<file path="src/rtl/iow_pkg.sv">
package iow_pkg;

    localparam int ADDR_W     = 32;
    localparam int FRAME_W    = 20;
    localparam int IDX_W      = 10;
    localparam int OFFS_W     = 12;
    localparam int NEXT_BIT   = 28;
    localparam int RD_BIT     = 31;
    localparam int WR_BIT     = 30;
    localparam int NS_BIT     = 29;
    localparam int WORD_LSB   = 2;
    localparam int LINE_LSB   = 4;

    typedef enum logic [2:0] {
        ST_IDLE,
        ST_DIR_LOOK,
        ST_DIR_WAIT,
        ST_PTE_LOOK,
        ST_PTE_WAIT,
        ST_REPORT
    } walk_state_e;

    typedef enum logic [1:0] {
        FLT_NONE   = 2'd0,
        FLT_ABSENT = 2'd1,
        FLT_PERM   = 2'd2
    } fault_e;

    // Build a table entry word address from a frame and a 10-bit index.
    function automatic logic [ADDR_W-1:0] entry_addr(
        input logic [FRAME_W-1:0] frame,
        input logic [IDX_W-1:0]   idx
    );
        return {frame, idx, 2'b00};
    endfunction

endpackage

</file>
<file path="src/rtl/iow_base_bank.sv">
module iow_base_bank #(
    parameter int ASID_W = 2
) (
    input  logic                       clk,
    input  logic                       rst_n,
    input  logic                       wr_en,
    input  logic [ASID_W-1:0]          wr_asid,
    input  logic [iow_pkg::FRAME_W-1:0] wr_frame,
    input  logic [ASID_W-1:0]          rd_asid,
    output logic [iow_pkg::FRAME_W-1:0] rd_frame
);
    import iow_pkg::*;

    localparam int NUM_AS = 1 << ASID_W;

    logic [FRAME_W-1:0] base_r [NUM_AS];

    always_ff @(posedge clk) begin
        if (!rst_n) begin
            for (int i = 0; i < NUM_AS; i++) begin
                base_r[i] <= '0;
            end
        end else if (wr_en) begin
            base_r[wr_asid] <= wr_frame;
        end
    end

    assign rd_frame = base_r[rd_asid];

endmodule

</file>
<file path="src/rtl/iow_entry_cache.sv">
module iow_entry_cache #(
    parameter int DEPTH = 8
) (
    input  logic        clk,
    input  logic        rst_n,
    input  logic [31:2] look_addr,
    output logic        look_hit,
    output logic [31:0] look_data,
    input  logic        fill_en,
    input  logic [31:2] fill_addr,
    input  logic [31:0] fill_data,
    input  logic        flush_en,
    input  logic        flush_all,
    input  logic [31:4] flush_line
);
    localparam int PTR_W = (DEPTH > 1) ? $clog2(DEPTH) : 1;
    localparam int TAG_W = 30;

    logic [TAG_W-1:0] tag_r   [DEPTH];
    logic [31:0]      data_r  [DEPTH];
    logic [DEPTH-1:0] valid_r;
    logic [PTR_W-1:0] victim_r;

    logic [DEPTH-1:0] slot_hit;
    logic [DEPTH-1:0] slot_fill;
    logic [DEPTH-1:0] slot_drop;

    for (genvar g = 0; g < DEPTH; g++) begin : g_slot
        logic [TAG_W-1:0] next_tag;
        assign slot_hit[g]  = valid_r[g] && (tag_r[g] == look_addr);
        assign slot_fill[g] = fill_en && (victim_r == PTR_W'(g));
        assign next_tag     = slot_fill[g] ? fill_addr : tag_r[g];
        // A flush is checked against the tag the slot holds after this
        // cycle, so a matching fill in the same cycle is dropped.
        assign slot_drop[g] = flush_en &&
                              (flush_all || (next_tag[TAG_W-1:2] == flush_line));
    end

    always_comb begin
        look_hit  = 1'b0;
        look_data = '0;
        for (int i = 0; i < DEPTH; i++) begin
            if (slot_hit[i]) begin
                look_hit  = 1'b1;
                look_data = look_data | data_r[i];
            end
        end
    end

    always_ff @(posedge clk) begin
        if (!rst_n) begin
            valid_r  <= '0;
            victim_r <= '0;
            for (int i = 0; i < DEPTH; i++) begin
                tag_r[i]  <= '0;
                data_r[i] <= '0;
            end
        end else begin
            for (int i = 0; i < DEPTH; i++) begin
                if (slot_fill[i]) begin
                    tag_r[i]   <= fill_addr;
                    data_r[i]  <= fill_data;
                    valid_r[i] <= 1'b1;
                end
                if (slot_drop[i]) begin
                    valid_r[i] <= 1'b0;
                end
            end
            if (fill_en) begin
                victim_r <= (victim_r == PTR_W'(DEPTH - 1)) ? '0 : victim_r + 1'b1;
            end
        end
    end

endmodule

</file>
<file path="src/rtl/iow_walk_fsm.sv">
module iow_walk_fsm (
    input  logic        clk,
    input  logic        rst_n,
    input  logic        req_valid,
    input  logic [31:0] req_iova,
    input  logic        req_write,
    input  logic [19:0] req_base,
    input  logic        look_hit,
    input  logic [31:0] look_data,
    output logic [31:0] cur_addr,
    output logic        fill_en,
    input  logic        mem_rd_ack,
    input  logic [31:0] mem_rd_data,
    output logic        busy,
    output logic        mem_rd_req,
    output logic        rsp_valid,
    output logic [31:0] rsp_paddr,
    output logic [2:0]  rsp_attr,
    output logic [1:0]  rsp_fault
);
    import iow_pkg::*;

    walk_state_e state_q;
    walk_state_e state_d;

    logic [31:0]        iova_q;
    logic               write_q;
    logic [FRAME_W-1:0] base_q;
    logic [FRAME_W-1:0] pde_frame_q;
    logic [31:0]        paddr_q;
    logic [2:0]         attr_q;
    fault_e             fault_q;

    logic [31:0] dir_addr;
    logic [31:0] pte_addr;
    logic [31:0] entry_word;
    logic        in_look;
    logic        dir_ready;
    logic        pte_ready;
    logic        perm_ok;

    assign dir_addr = entry_addr(base_q, iova_q[31:22]);
    assign pte_addr = entry_addr(pde_frame_q, iova_q[21:12]);

    assign in_look    = (state_q == ST_DIR_LOOK) || (state_q == ST_PTE_LOOK);
    assign entry_word = in_look ? look_data : mem_rd_data;
    assign dir_ready  = ((state_q == ST_DIR_LOOK) && look_hit) ||
                        ((state_q == ST_DIR_WAIT) && mem_rd_ack);
    assign pte_ready  = ((state_q == ST_PTE_LOOK) && look_hit) ||
                        ((state_q == ST_PTE_WAIT) && mem_rd_ack);
    assign perm_ok    = write_q ? entry_word[WR_BIT] : entry_word[RD_BIT];

    // Next-state logic
    always_comb begin
        state_d = state_q;
        unique case (state_q)
            ST_IDLE: begin
                if (req_valid) state_d = ST_DIR_LOOK;
            end
            ST_DIR_LOOK: begin
                if (!look_hit)                 state_d = ST_DIR_WAIT;
                else if (look_data[NEXT_BIT])  state_d = ST_PTE_LOOK;
                else                           state_d = ST_REPORT;
            end
            ST_DIR_WAIT: begin
                if (mem_rd_ack) begin
                    state_d = mem_rd_data[NEXT_BIT] ? ST_PTE_LOOK : ST_REPORT;
                end
            end
            ST_PTE_LOOK: begin
                state_d = look_hit ? ST_REPORT : ST_PTE_WAIT;
            end
            ST_PTE_WAIT: begin
                if (mem_rd_ack) state_d = ST_REPORT;
            end
            ST_REPORT: begin
                state_d = ST_IDLE;
            end
            default: state_d = ST_IDLE;
        endcase
    end

    // State register
    always_ff @(posedge clk) begin
        if (!rst_n) state_q <= ST_IDLE;
        else        state_q <= state_d;
    end

    // Walk context and result registers
    always_ff @(posedge clk) begin
        if (!rst_n) begin
            iova_q      <= '0;
            write_q     <= 1'b0;
            base_q      <= '0;
            pde_frame_q <= '0;
            paddr_q     <= '0;
            attr_q      <= '0;
            fault_q     <= FLT_NONE;
        end else begin
            if ((state_q == ST_IDLE) && req_valid) begin
                iova_q  <= req_iova;
                write_q <= req_write;
                base_q  <= req_base;
            end
            if (dir_ready) begin
                pde_frame_q <= entry_word[FRAME_W-1:0];
                if (!entry_word[NEXT_BIT]) begin
                    paddr_q <= '0;
                    attr_q  <= '0;
                    fault_q <= FLT_ABSENT;
                end
            end
            if (pte_ready) begin
                attr_q <= entry_word[RD_BIT:NS_BIT];
                if (perm_ok) begin
                    paddr_q <= {entry_word[FRAME_W-1:0], iova_q[OFFS_W-1:0]};
                    fault_q <= FLT_NONE;
                end else begin
                    paddr_q <= '0;
                    fault_q <= FLT_PERM;
                end
            end
        end
    end

    // Outputs
    always_comb begin
        busy       = (state_q != ST_IDLE);
        mem_rd_req = (state_q == ST_DIR_WAIT) || (state_q == ST_PTE_WAIT);
        rsp_valid  = (state_q == ST_REPORT);
        fill_en    = mem_rd_req && mem_rd_ack;
        cur_addr   = ((state_q == ST_DIR_LOOK) || (state_q == ST_DIR_WAIT)) ?
                     dir_addr : pte_addr;
        rsp_paddr  = paddr_q;
        rsp_attr   = attr_q;
        rsp_fault  = fault_q;
    end

endmodule

</file>
<file path="src/rtl/iow_walker_top.sv">
module iow_walker_top #(
    parameter int ASID_W      = 2,
    parameter int CACHE_DEPTH = 8
) (
    input  logic              clk,
    input  logic              rst_n,
    input  logic              base_we,
    input  logic [ASID_W-1:0] base_asid,
    input  logic [19:0]       base_frame,
    input  logic              req_valid,
    input  logic [ASID_W-1:0] req_asid,
    input  logic [31:0]       req_iova,
    input  logic              req_write,
    output logic              busy,
    output logic              mem_rd_req,
    output logic [31:0]       mem_rd_addr,
    input  logic              mem_rd_ack,
    input  logic [31:0]       mem_rd_data,
    input  logic              flush_valid,
    input  logic              flush_type,
    input  logic [27:0]       flush_line,
    output logic              rsp_valid,
    output logic [31:0]       rsp_paddr,
    output logic [2:0]        rsp_attr,
    output logic [1:0]        rsp_fault
);
    logic [19:0] sel_base;
    logic        look_hit;
    logic [31:0] look_data;
    logic [31:0] cur_addr;
    logic        fill_en;

    iow_base_bank #(.ASID_W(ASID_W)) bank_i (
        .clk      (clk),
        .rst_n    (rst_n),
        .wr_en    (base_we),
        .wr_asid  (base_asid),
        .wr_frame (base_frame),
        .rd_asid  (req_asid),
        .rd_frame (sel_base)
    );

    iow_entry_cache #(.DEPTH(CACHE_DEPTH)) cache_i (
        .clk        (clk),
        .rst_n      (rst_n),
        .look_addr  (cur_addr[31:2]),
        .look_hit   (look_hit),
        .look_data  (look_data),
        .fill_en    (fill_en),
        .fill_addr  (cur_addr[31:2]),
        .fill_data  (mem_rd_data),
        .flush_en   (flush_valid),
        .flush_all  (!flush_type),
        .flush_line (flush_line)
    );

    iow_walk_fsm fsm_i (
        .clk         (clk),
        .rst_n       (rst_n),
        .req_valid   (req_valid),
        .req_iova    (req_iova),
        .req_write   (req_write),
        .req_base    (sel_base),
        .look_hit    (look_hit),
        .look_data   (look_data),
        .cur_addr    (cur_addr),
        .fill_en     (fill_en),
        .mem_rd_ack  (mem_rd_ack),
        .mem_rd_data (mem_rd_data),
        .busy        (busy),
        .mem_rd_req  (mem_rd_req),
        .rsp_valid   (rsp_valid),
        .rsp_paddr   (rsp_paddr),
        .rsp_attr    (rsp_attr),
        .rsp_fault   (rsp_fault)
    );

    assign mem_rd_addr = cur_addr;

endmodule

</file>
<file path="config.mk">
export PLATFORM = sky130hd
export DESIGN_NAME = iow_walker_top
export DESIGN_NICKNAME = d
export VERILOG_FILES = /design/src/rtl/iow_pkg.sv /design/src/rtl/iow_base_bank.sv /design/src/rtl/iow_entry_cache.sv /design/src/rtl/iow_walk_fsm.sv /design/src/rtl/iow_walker_top.sv
export SDC_FILE = /design/constraint.sdc
export NUM_CORES = 2
export LEC_CHECK = 0
export BUFFER_PORTS_ARGS = -buffer_cell sky130_fd_sc_hd__buf_4
export CORE_AREA = 2 2 300 273
export CTS_CLUSTER_SIZE = 25
export DETAILED_ROUTE_END_ITERATION = 16
export DIE_AREA = 0 0 302 275
export SYNTH_ARGS = -nofsm -noshare
export SYNTH_HDL_FRONTEND = slang
export SYNTH_HIERARCHICAL = 1
export SYNTH_SLANG_ARGS = --single-unit
</file>
<file path="constraint.sdc">
create_clock -name clk -period 4.65 [get_ports clk]
set_input_delay 1.395 -clock clk [delete_from_list [all_inputs] [get_ports clk]]
set_output_delay 1.395 -clock clk [all_outputs]
set_load 0.01 [all_outputs]
</file>
==> reports/metrics.cfg <==
[setup_path]
cp.required_ns=5.22
reg2regPathDepth=17
r2r-end=fsm_i/rsp_paddr[25]
worst_path_max_delay_cell=mux2_2
critical-path-top-delay-family=simple AND/OR/NAND/NOR gates
path_class=register to register
crit_fanout=22
worstPathCellList=xnor2_1 > nor2_2 > buf_4 > mux2_2 > buf_4 > xnor2_1 > nand4_1 > nor4_2 > buf_4 > and2_1 > buf_4 > a22oi_1 > nand3_1 > a221oi_2 > nor3b_4 > buf_12 > o2bb2ai_1
cp_slowest_stage_delay_ns=0.59
cp-end-kind=register
r2r_slack_ns=0.15
cp_num_buf_inv=5
cp.arrival_ns=5.07
cp-start-kind=register
crit_path_frequent_cell=buf_4
r2r-start=fsm_i/state_q[0]

[die]
core_area_sq_mm=0.0801
die_w_um=302
io_pins=196
row_count=99
die_y_um=275
die-area_sq_mm=0.0831
start_util_pct=41.3

[power_and_ir_drop]
p_leak_uw=0.0138
power.total_uw=15200
powerDensity_mw_per_mm2=392
vdd_drop_max_uv=295

[cts]
clock_sinks=636
cts_setup_buffers=0
cts.path.max_buffers=3
cts_root_buf=clkbuf_16
holdBufCountCts=0
tritoncts=done
post_cts_resized=0
htreeDepth=3
clk_pin_slew_worst_paths_ns=0.06
clkLatencyLatePin_ns=0.65
cts-buffers-inserted=73

[worst_hold_path]
min_path_type=register to register
hold_depth=2
min_to=fsm_i/iova_q[24]
min_from=fsm_i/iova_q[24]

[placed_design]
place.gp.congestion=1.03
port_buffers=185
dp.final_hpwl_mm=102

[detailed_routing]
vias_per_cell=6.08
drt-pass1-iter-count=7
wl_mm=146
vias=26300
avgRoutedWirePerCell_um=33.7
drc_errors=0
dr.first_iter.drc_count=3443
ant_nets=0

[timing]
worst_pin_slew_ns=1.07
setup_tns_ns=0
fin_skew_ns=0.0342
setup_viol=0
fmax_mhz=222
finalCriticalPeriod_ns=4.50
post-route-period-util_pct=96.7
holdWs_ns=0.452
rsz0062_at_grt=false
drv_slew=0
slew_headroom_pct=28.6
final_hold_viol_count=0

[finish]
fin_util_pct=48.2
num-nets-final=3342
areaGrowthSynthToFinish_pct=16.8
seqCellArea_sq_mm=0.0179
drive_gt1_share_pct=16.9
multiInputGateArea_sq_mm=0.0138
fillCellCount=7325

[global_route]
grt_start_max_net_pins=66
grt_use_total_pct=35.0
grt_first_pass_wirelength_mm=202
antenna_found_initial=6
grt_pass1_vias=25700
overflow=0

[yosys]
yosysWarnings=6
syn_area_per_cell_sq_um=10.9
synth_cells=3033
synthesis.area_sq_mm=0.0331

[run_status]
outcome=completed

[flow_run]
maxCapViolations=0

==> power by group <==
group	internal (uW)	switching, uW	leakage (uW)
Clock	3330	2500	0.00117
Combinational	872	1780	0.00643
Sequential	6470	195	0.00623
==> worst reg2reg max path, cell delays in order, from the launching register on <==
cell,delay [ns]
dfxtp_1,0.32
xnor2_1,0.13
nor2_2,0.11
buf_4,0.29
mux2_2,0.61
buf_4,0.28
xnor2_1,0.24
nand4_1,0.13
nor4_2,0.46
buf_4,0.20
and2_1,0.25
buf_4,0.21
a22oi_1,0.07
nand3_1,0.26
a221oi_2,0.15
nor3b_4,0.35
buf_12,0.21
o2bb2ai_1,0.16
==> cells in the final DEF, fill, tap and decap left out, types with 27 or more instances in the layout <==
| cell type | count |
|---|---|
| a22oi_1 | 48 |
| clkbuf_16 | 74 |
| a21boi_1 | 34 |
| nand3_1 | 135 |
| inv_1 | 106 |
| o21ai_0 | 27 |
| nand4_1 | 108 |
| nand2_1 | 249 |
| and3_1 | 28 |
| dfxtp_1 | 124 |
| mux2i_1 | 119 |
| a21oi_1 | 32 |
| mux2_2 | 35 |
| nor2_1 | 345 |
| xor2_1 | 38 |
| o2bb2ai_1 | 30 |
| and2_1 | 73 |
| nand2b_1 | 40 |
| xnor2_1 | 339 |
| o22ai_1 | 29 |
| buf_4 | 325 |
| edfxtp_1 | 512 |
==> worst max-delay path by stage <==
stage / startpoint / endpoint / slack [ns] / cells after the start
floorplan: mem_rd_ack / cache_i/data_r[0][0] / 0.42 / 7
global placement: fsm_i/state_q[1] / fsm_i/rsp_paddr[18] / 0.20 / 17
detailed placement: fsm_i/state_q[1] / fsm_i/rsp_paddr[30] / 0.21 / 17
CTS: fsm_i/state_q[1] / fsm_i/rsp_paddr[15] / 0.18 / 17
global route: fsm_i/state_q[1] / fsm_i/rsp_paddr[6] / 0.04 / 17
finish: fsm_i/state_q[0] / fsm_i/rsp_paddr[25] / 0.15 / 17
==> sequential cells by signal, summed over array words and instances (netlist names) <==
signal,flops
fsm_i/rsp_fault,2
fsm_i/pde_frame_q,20
fsm_i/rsp_attr,3
cache_i/victim_r,3
cache_i/valid_r,8
fsm_i/rsp_paddr,32
fsm_i/write_q,1
cache_i/tag_r,240
fsm_i/iova_q,32
bank_i/base_r,80
cache_i/data_r,192
fsm_i/state_q,3
fsm_i/base_q,20
==> per-stage QoR <==
step           area, sq um  worst slack [ns]  instances
2_1_floorplan        33100             0.415       3034
3_3_place_gp         36300             0.199       4197
3_5_place_dp         36300             0.207       4197
4_1_cts              38700             0.183       4331
5_1_grt              38700            0.0442       4331
6_report             38700             0.152       4332
==> layer usage <==
layer / vias up / wire length, um / track usage, %
met5: - / 0 / 0
met4: 0 / 8260 / 16.7
met3: 337 / 12900 / 5.56
met2: 1501 / 65400 / 55.0
met1: 13300 / 59600 / 47.5
li1: 11200 / - / -
==> final cells by class <==
type                            instances  area share [%]
Antenna cell                            1         0.00647
Tap cell                             1060            3.43
Timing Repair Buffer                  344            7.27
Clock buffer                          100            5.29
Multi-Input combinational cell       2041            35.8
Sequential cell                       636            46.2
Inverter                              116            1.13
Clock inverter                         34           0.903
Power figures use the tool's default switching activity.
